## src/rtl/bpr_bank_pkg.sv

```systemverilog
package bpr_bank_pkg;
   localparam int unsigned BP_W = 3;
   typedef logic [BP_W-1:0] bp_t;
   localparam bp_t BP_TOP = '1;

   // increment with saturation at the largest binary point
   function automatic bp_t bp_sat_inc(input bp_t v);
      return (v == BP_TOP) ? BP_TOP : v + bp_t'(1);
   endfunction
endpackage

```

## src/rtl/bp_clamp.sv

```systemverilog
module bp_clamp
   import bpr_bank_pkg::*;
#(
   parameter int unsigned DATA_W  = 32,
   parameter int unsigned MIN_VAL = 0
) (
   input  logic [DATA_W-1:0] raw_i,
   output bp_t               val_o
);
   logic [DATA_W-1:0] unused_hi;
   bp_t               masked;

   assign masked    = raw_i[BP_W-1:0];
   assign unused_hi = raw_i;

   generate
      if (MIN_VAL == 0) begin : g_no_floor
         assign val_o = masked;
      end else begin : g_floor
         localparam bp_t FLOOR = bp_t'(MIN_VAL);
         assign val_o = (masked < FLOOR) ? FLOOR : masked;
      end
   endgenerate
endmodule

```

## src/rtl/bp_ns_view.sv

```systemverilog
module bp_ns_view
   import bpr_bank_pkg::*;
#(
   parameter bit HAS_SEC = 1'b1
) (
   input  logic share_i,
   input  bp_t  pri_i,
   input  bp_t  ali_i,
   output bp_t  view_o
);
   generate
      if (HAS_SEC) begin : g_banked
         assign view_o = share_i ? bp_sat_inc(pri_i) : ali_i;
      end else begin : g_flat
         logic unused_view;
         assign unused_view = share_i ^ (^ali_i);
         assign view_o      = pri_i;
      end
   endgenerate
endmodule

```

## src/rtl/bp_cpu_slice.sv

```systemverilog
module bp_cpu_slice
   import bpr_bank_pkg::*;
#(
   parameter bit          HAS_SEC = 1'b1,
   parameter int unsigned PRI_MIN = 0,
   parameter int unsigned DATA_W  = 32
) (
   input  logic              clk_i,
   input  logic              rst_ni,
   input  logic              wr_pri_i,
   input  logic              wr_ali_i,
   input  logic              share_i,
   input  logic [DATA_W-1:0] wdata_i,
   output bp_t               pri_o,
   output bp_t               ns_view_o
);
   localparam int unsigned ALI_MIN = PRI_MIN + 1;

   bp_t pri_q, pri_next, ali_q;

   bp_clamp #(.DATA_W(DATA_W), .MIN_VAL(PRI_MIN)) i_pri_clamp (
      .raw_i (wdata_i),
      .val_o (pri_next)
   );

   always_ff @(posedge clk_i or negedge rst_ni) begin
      if (!rst_ni)       pri_q <= bp_t'(PRI_MIN);
      else if (wr_pri_i) pri_q <= pri_next;
   end

   generate
      if (HAS_SEC) begin : g_alias
         bp_t ali_next;
         bp_clamp #(.DATA_W(DATA_W), .MIN_VAL(ALI_MIN)) i_ali_clamp (
            .raw_i (wdata_i),
            .val_o (ali_next)
         );
         always_ff @(posedge clk_i or negedge rst_ni) begin
            if (!rst_ni)       ali_q <= bp_t'(ALI_MIN);
            else if (wr_ali_i) ali_q <= ali_next;
         end
      end else begin : g_no_alias
         logic unused_wr;
         assign unused_wr = wr_ali_i;
         assign ali_q     = bp_t'(ALI_MIN);
      end
   endgenerate

   bp_ns_view #(.HAS_SEC(HAS_SEC)) i_view (
      .share_i (share_i),
      .pri_i   (pri_q),
      .ali_i   (ali_q),
      .view_o  (ns_view_o)
   );

   assign pri_o = pri_q;
endmodule

```

## src/rtl/bpr_bank_unit.sv

```systemverilog
module bpr_bank_unit
   import bpr_bank_pkg::*;
#(
   parameter int unsigned NUM_CPU   = 3,
   parameter bit          HAS_SEC   = 1'b1,
   parameter int unsigned PRI_MIN   = 0,
   parameter int unsigned DATA_W    = 32,
   parameter int unsigned OFS_W     = 8,
   parameter int unsigned BP_OFFSET = 8,
   localparam int unsigned CPU_W    = (NUM_CPU > 1) ? $clog2(NUM_CPU) : 1
) (
   input  logic                    clk_i,
   input  logic                    rst_ni,
   input  logic                    acc_valid_i,
   input  logic                    acc_write_i,
   input  logic                    acc_secure_i,
   input  logic [CPU_W-1:0]        acc_cpu_i,
   input  logic [OFS_W-1:0]        acc_offset_i,
   input  logic [DATA_W-1:0]       acc_wdata_i,
   input  logic [NUM_CPU-1:0]      share_bp_i,
   output logic                    rd_valid_o,
   output logic [BP_W-1:0]         rd_data_o,
   output logic [BP_W*NUM_CPU-1:0] bp_sec_o,
   output logic [BP_W*NUM_CPU-1:0] bp_ns_o
);
   initial begin
      assert (NUM_CPU >= 1) else $error("NUM_CPU must be at least 1");
      assert (PRI_MIN <= 6) else $error("PRI_MIN must leave room for the banked floor");
      assert (DATA_W >= BP_W) else $error("DATA_W too narrow");
      assert (BP_OFFSET < (1 << OFS_W)) else $error("BP_OFFSET does not fit OFS_W");
   end

   logic bp_hit, ns_path;
   bp_t  pri_val [NUM_CPU];
   bp_t  ns_val  [NUM_CPU];
   logic [NUM_CPU-1:0] cpu_sel;
   bp_t  sel_val;

   assign bp_hit  = acc_valid_i && (acc_offset_i == OFS_W'(BP_OFFSET));
   assign ns_path = HAS_SEC && !acc_secure_i;

   for (genvar c = 0; c < NUM_CPU; c++) begin : g_cpu
      logic wr_pri, wr_ali;
      assign cpu_sel[c] = (acc_cpu_i == CPU_W'(c));
      assign wr_pri     = bp_hit && acc_write_i && cpu_sel[c] && !ns_path;
      assign wr_ali     = bp_hit && acc_write_i && cpu_sel[c] && ns_path && !share_bp_i[c];

      bp_cpu_slice #(.HAS_SEC(HAS_SEC), .PRI_MIN(PRI_MIN), .DATA_W(DATA_W)) i_slice (
         .clk_i     (clk_i),
         .rst_ni    (rst_ni),
         .wr_pri_i  (wr_pri),
         .wr_ali_i  (wr_ali),
         .share_i   (share_bp_i[c]),
         .wdata_i   (acc_wdata_i),
         .pri_o     (pri_val[c]),
         .ns_view_o (ns_val[c])
      );

      assign bp_sec_o[c*BP_W +: BP_W] = pri_val[c];
      assign bp_ns_o[c*BP_W +: BP_W]  = ns_val[c];
   end

   // read mux: an index with no matching CPU leaves the value at zero
   always_comb begin
      sel_val = '0;
      for (int c = 0; c < NUM_CPU; c++) begin
         if (cpu_sel[c]) sel_val = ns_path ? ns_val[c] : pri_val[c];
      end
   end

   always_ff @(posedge clk_i or negedge rst_ni) begin
      if (!rst_ni) begin
         rd_valid_o <= 1'b0;
         rd_data_o  <= '0;
      end else begin
         rd_valid_o <= acc_valid_i;
         rd_data_o  <= (bp_hit && !acc_write_i) ? sel_val : '0;
      end
   end
endmodule

```

## config.mk

```make
export PLATFORM = sky130hd
export DESIGN_NAME = bpr_bank_unit
export DESIGN_NICKNAME = d
export VERILOG_FILES = /design/src/rtl/bpr_bank_pkg.sv /design/src/rtl/bp_clamp.sv /design/src/rtl/bp_ns_view.sv /design/src/rtl/bp_cpu_slice.sv /design/src/rtl/bpr_bank_unit.sv
export SDC_FILE = /design/constraint.sdc
export NUM_CORES = 1
export LEC_CHECK = 0
export ABC_AREA = 1
export BUFFER_PORTS_ARGS = -buffer_cell sky130_fd_sc_hd__buf_2
export CORE_UTILIZATION = 33
export CTS_CLUSTER_DIAMETER = 100
export CTS_CLUSTER_SIZE = 24
export DETAILED_ROUTE_END_ITERATION = 6
export GPL_ROUTABILITY_DRIVEN = 0
export PLACE_DENSITY_LB_ADDON = 0.05
export SYNTH_ARGS = -nofsm -noshare
export SYNTH_HDL_FRONTEND = slang
export SYNTH_SLANG_ARGS = --single-unit
```

## constraint.sdc

```tcl
create_clock -name clk_i -period 3.08 [get_ports clk_i]
set_input_delay 0.154 -clock clk_i [delete_from_list [all_inputs] [get_ports clk_i]]
set_output_delay 0.154 -clock clk_i [all_outputs]
set_load 0.01 [all_outputs]
```

==> summary by stage <==
Worst setup path
The critical path goes through ha_1 -> inv_1 -> nand2_1 -> a21oi_1 -> inv_1 -> buf_2. For this run, the slowest stage of the critical path takes 0.44 ns. Along the worst path, the maximum fanout reaches 5.

Data on the critical path arrives at its endpoint at 1.50 ns. The cell occurring most often along the worst timing path is inv_1. The kind of critical path is reg2out. For this design, the slowest cell found on the critical path is dfrtp_1. At the worst endpoint, the required time is 2.93 ns.

The startpoint kind of the worst setup timing path is a flop. The type of element capturing the critical path is an output port.

Power
Summing internal, switching and leakage power gives 0.000555 W. The leakage power summed over all cells is 0.956 nW. Power spread over the standard cell area amounts to 337 mW/mm2. The maximum ir drop on the vdd rail is 170 uV.

STA
Setup repair after global routing left no endpoint under its margin. The final max-slew violation count was 0. The count of final hold-check violations is 0. Based on the critical path, the design can be clocked at up to 603 MHz.

Headroom to the max-slew limit came out at 66.1%. The slew at the pin closest to its max-slew limit is 0.509 ns. The largest clock skew in the final design is 0.00563 ns.

The clock period minus final worst setup slack is 1.66 ns. Setup violations remaining at the end of the flow were counted as 0. The final hold slack is 0.0241 ns. Summed over all failing endpoints, the final setup total negative slack is 0 ns. Of the available clock period, the critical path in the final layout requires 53.9%.

GRT
The pin count of the biggest net entering global routing is 23. The first global-routing pass estimated 5420 um of wire. Global routing used 16.5% of the available tracks.

The initial antenna violation count is 0. The via count of the first global-routing pass is 1140. After global routing the overflow that remains totals 0.

CTS
The CTS tree is built. After clock tree synthesis, the setup repair step added 0 buffers. The clock passes through at most 2 buffers. The count of instances resized after the clock tree is built is 0. The later pin in the worst-skew pair is clocked with a latency of 0.26 ns. The root buffer selected by CTS is clkbuf_8. The CTS H-tree depth is 1. After clock tree synthesis, the flow added hold-fix buffers numbering 1. The total clock sinks is 22. The clock-pin slew reported for the worst setup and hold paths after clock tree synthesis is 0.08 ns. Clock tree synthesis inserted a total of 3 buffers.

Route
The post-detailed-route wirelength per cell is 12.0 um. The residual DRC count is 0. The routed wire length is 3250 um. For this block, the initial DRC count from the detailed router was 48. The detail-routed via count per cell is 4.73. The via count of the routed design is 1282. Once detail routing completed, the nets flagged for antenna violations numbered 0. Before antenna repair, the detailed router went through 4 iterations.

Finish
The multi-input combinational cells in the finished layout cover a total of 678 um2. The number of filler instances in the final layout is 399. The count of nets after finishing is 277.

Summing all flip-flop and latch instances after layout gives 554 um2. The total inserted antenna cells is 0. Compared with the post-synthesis result, the final layout area differs by 23.3%. The cell area after layout is 0.00164 mm2. The fraction of final layout cells with drive strength greater than 1 is 27.8%.

Synth
The proportion of netlist area held by the largest area contributor is 35.6%. After technology mapping, the gate count stands at 179. The count of flip-flops with a built-in enable after synthesis is 0.

The mapped netlist covers 0.00133 mm2. The number of warnings reported in the yosys synthesis log is 0. A synthesized cell averages 7.45 um2. Sorting the synthesized cells by area gives the leading types as dfrtp_1, nand2_1, inv_1.

The top cell type by total area after synthesis is dfrtp_1. The net count after synthesis is 232. Counting instances in the post-synthesis netlist gives the leading cell types as nand2_1, inv_1, nor2_1, dfrtp_1, o21ai_1. Of all flip-flops after synthesis, the portion carrying an async set or reset was 100%. The number of flip-flops and latches in the synthesized netlist is 22.

The count of unique library cells instantiated by Yosys is 22. The most instantiated flip-flop cell in the synthesis netlist is dfrtp_1. The portion of the post-synthesis area used by sequential elements is 41.6%. Among all cell types in the netlist, the one instantiated most often is nand2_1.

Job
The number of maximum-capacitance violations is 0.

Floorplan
Once the floorplan was initialized, standard cells occupied 35.4% of the core. The number of core rows is 22. 72 I/O pins were placed. The die height is 65.6 um.

From left edge to right edge, the die measures 65.6 um. The die covers 0.00430 mm2. The core region is 0.00377 mm2.

Placed design
The count of input and output buffers is 42. The half-perimeter wire length of the detailed placement result is 2450 um. After detailed placement, the total cell area comes to 0.00159 mm2.

Hold path
The worst hold path belongs to the class in2reg.

Outcome
The flow ran to the end, and the final reports show no timing, DRC or antenna violations.
==> critical path: cells and delay by family, from the launching register on <==
kind / cells / cell delay [ns]
simple gates: 1 / 0.05
flops: 1 / 0.44
fa+ha+maj: 1 / 0.30
compound gates: 1 / 0.20
buf+inv: 3 / 0.25
==> power breakdown <==
part           switching [W]  internal (W)
Clock              0.0000914     0.0000921
Combinational      0.0000527     0.0000271
Sequential       0.000000972      0.000290
==> layout by cell type (no fill, tap or decap) <==
cell type       n
or2_2           2
dfstp_2         3
nand3_1         2
a21oi_1        10
dfrtp_1        19
nand4_2         4
nand3_2         1
o21ai_1        16
o21a_1          1
nand2_1        55
nor2_1         22
clkbuf_1        1
nor2_2          3
buf_2          42
a31oi_1         1
dlygate4sd3_1   1
inv_1          23
nor3_1          1
nand2_2         1
o21ai_0         5
clkbuf_8        3
o211ai_1        1
nand4_4         2
nor2_8          1
ha_1            3
==> registers in the layout (all words and copies together), names as in the netlist <==
name,cells
g_cpu.i_slice.ali_q,9
g_cpu.i_slice.pri_o,9
rd_data_o,3
rd_valid_o,1
==> final cells by class <==
type	count	area share, %
sequential	22	33.7
clock buffer	4	2.74
timing repair buffer	43	13.4
inverter	23	5.25
multi-input combinational	131	41.2
tap	48	3.65
==> routing by layer <==
layer  vias up  routed length [um]  GRT usage [%]  share of wire, %
met3         4                 195           2.43               6.0
met4         0                  26           4.89              0.80
li1        658                   -              -                 -
met1       581                1640           24.5                50
met2        39                1390           24.4                43
met5         -                   0              0                 0
==> final timing paths <==
| check | start | endpoint | slack, ns | cells after the start |
|---|---|---|---|---|
| max | g_cpu[1].i_slice.pri_o[0] | bp_ns_o[4] | 1.42 | 6 |
| min | acc_valid_i | rd_valid_o | 0.02 | 1 |
| max reg2reg | g_cpu[1].i_slice.pri_o[0] | rd_data_o[1] | 1.61 | 9 |
| min reg2reg | g_cpu[0].i_slice.ali_q[0] | g_cpu[0].i_slice.ali_q[0] | 0.47 | 2 |
| max in group asynchronous | rst_ni | g_cpu[2].i_slice.ali_q[0] | 2.31 | 2 |
| min in group asynchronous | rst_ni | rd_valid_o | 0.40 | 2 |
==> cells by family after synthesis <==
kind of cell | count (synthesis) | synth area share, %
fa+ha+maj | 3 | 2.81
compound gates | 34 | 13.2
flops | 22 | 41.6
buf+inv | 26 | 7.60
simple gates | 94 | 34.8
==> per-stage QoR <==
step / worst slack [ns] / util [%] / std cells
2_1_floorplan: 1.76 / - / 179
3_3_place_gp: 1.64 / 42.1 / 266
3_5_place_dp: 1.64 / 42.1 / 266
4_1_cts: 1.43 / 43.6 / 271
5_1_grt: 1.31 / 43.6 / 271
6_report: 1.42 / 43.6 / 271
Note: power is estimated with default switching activity, not from simulation.
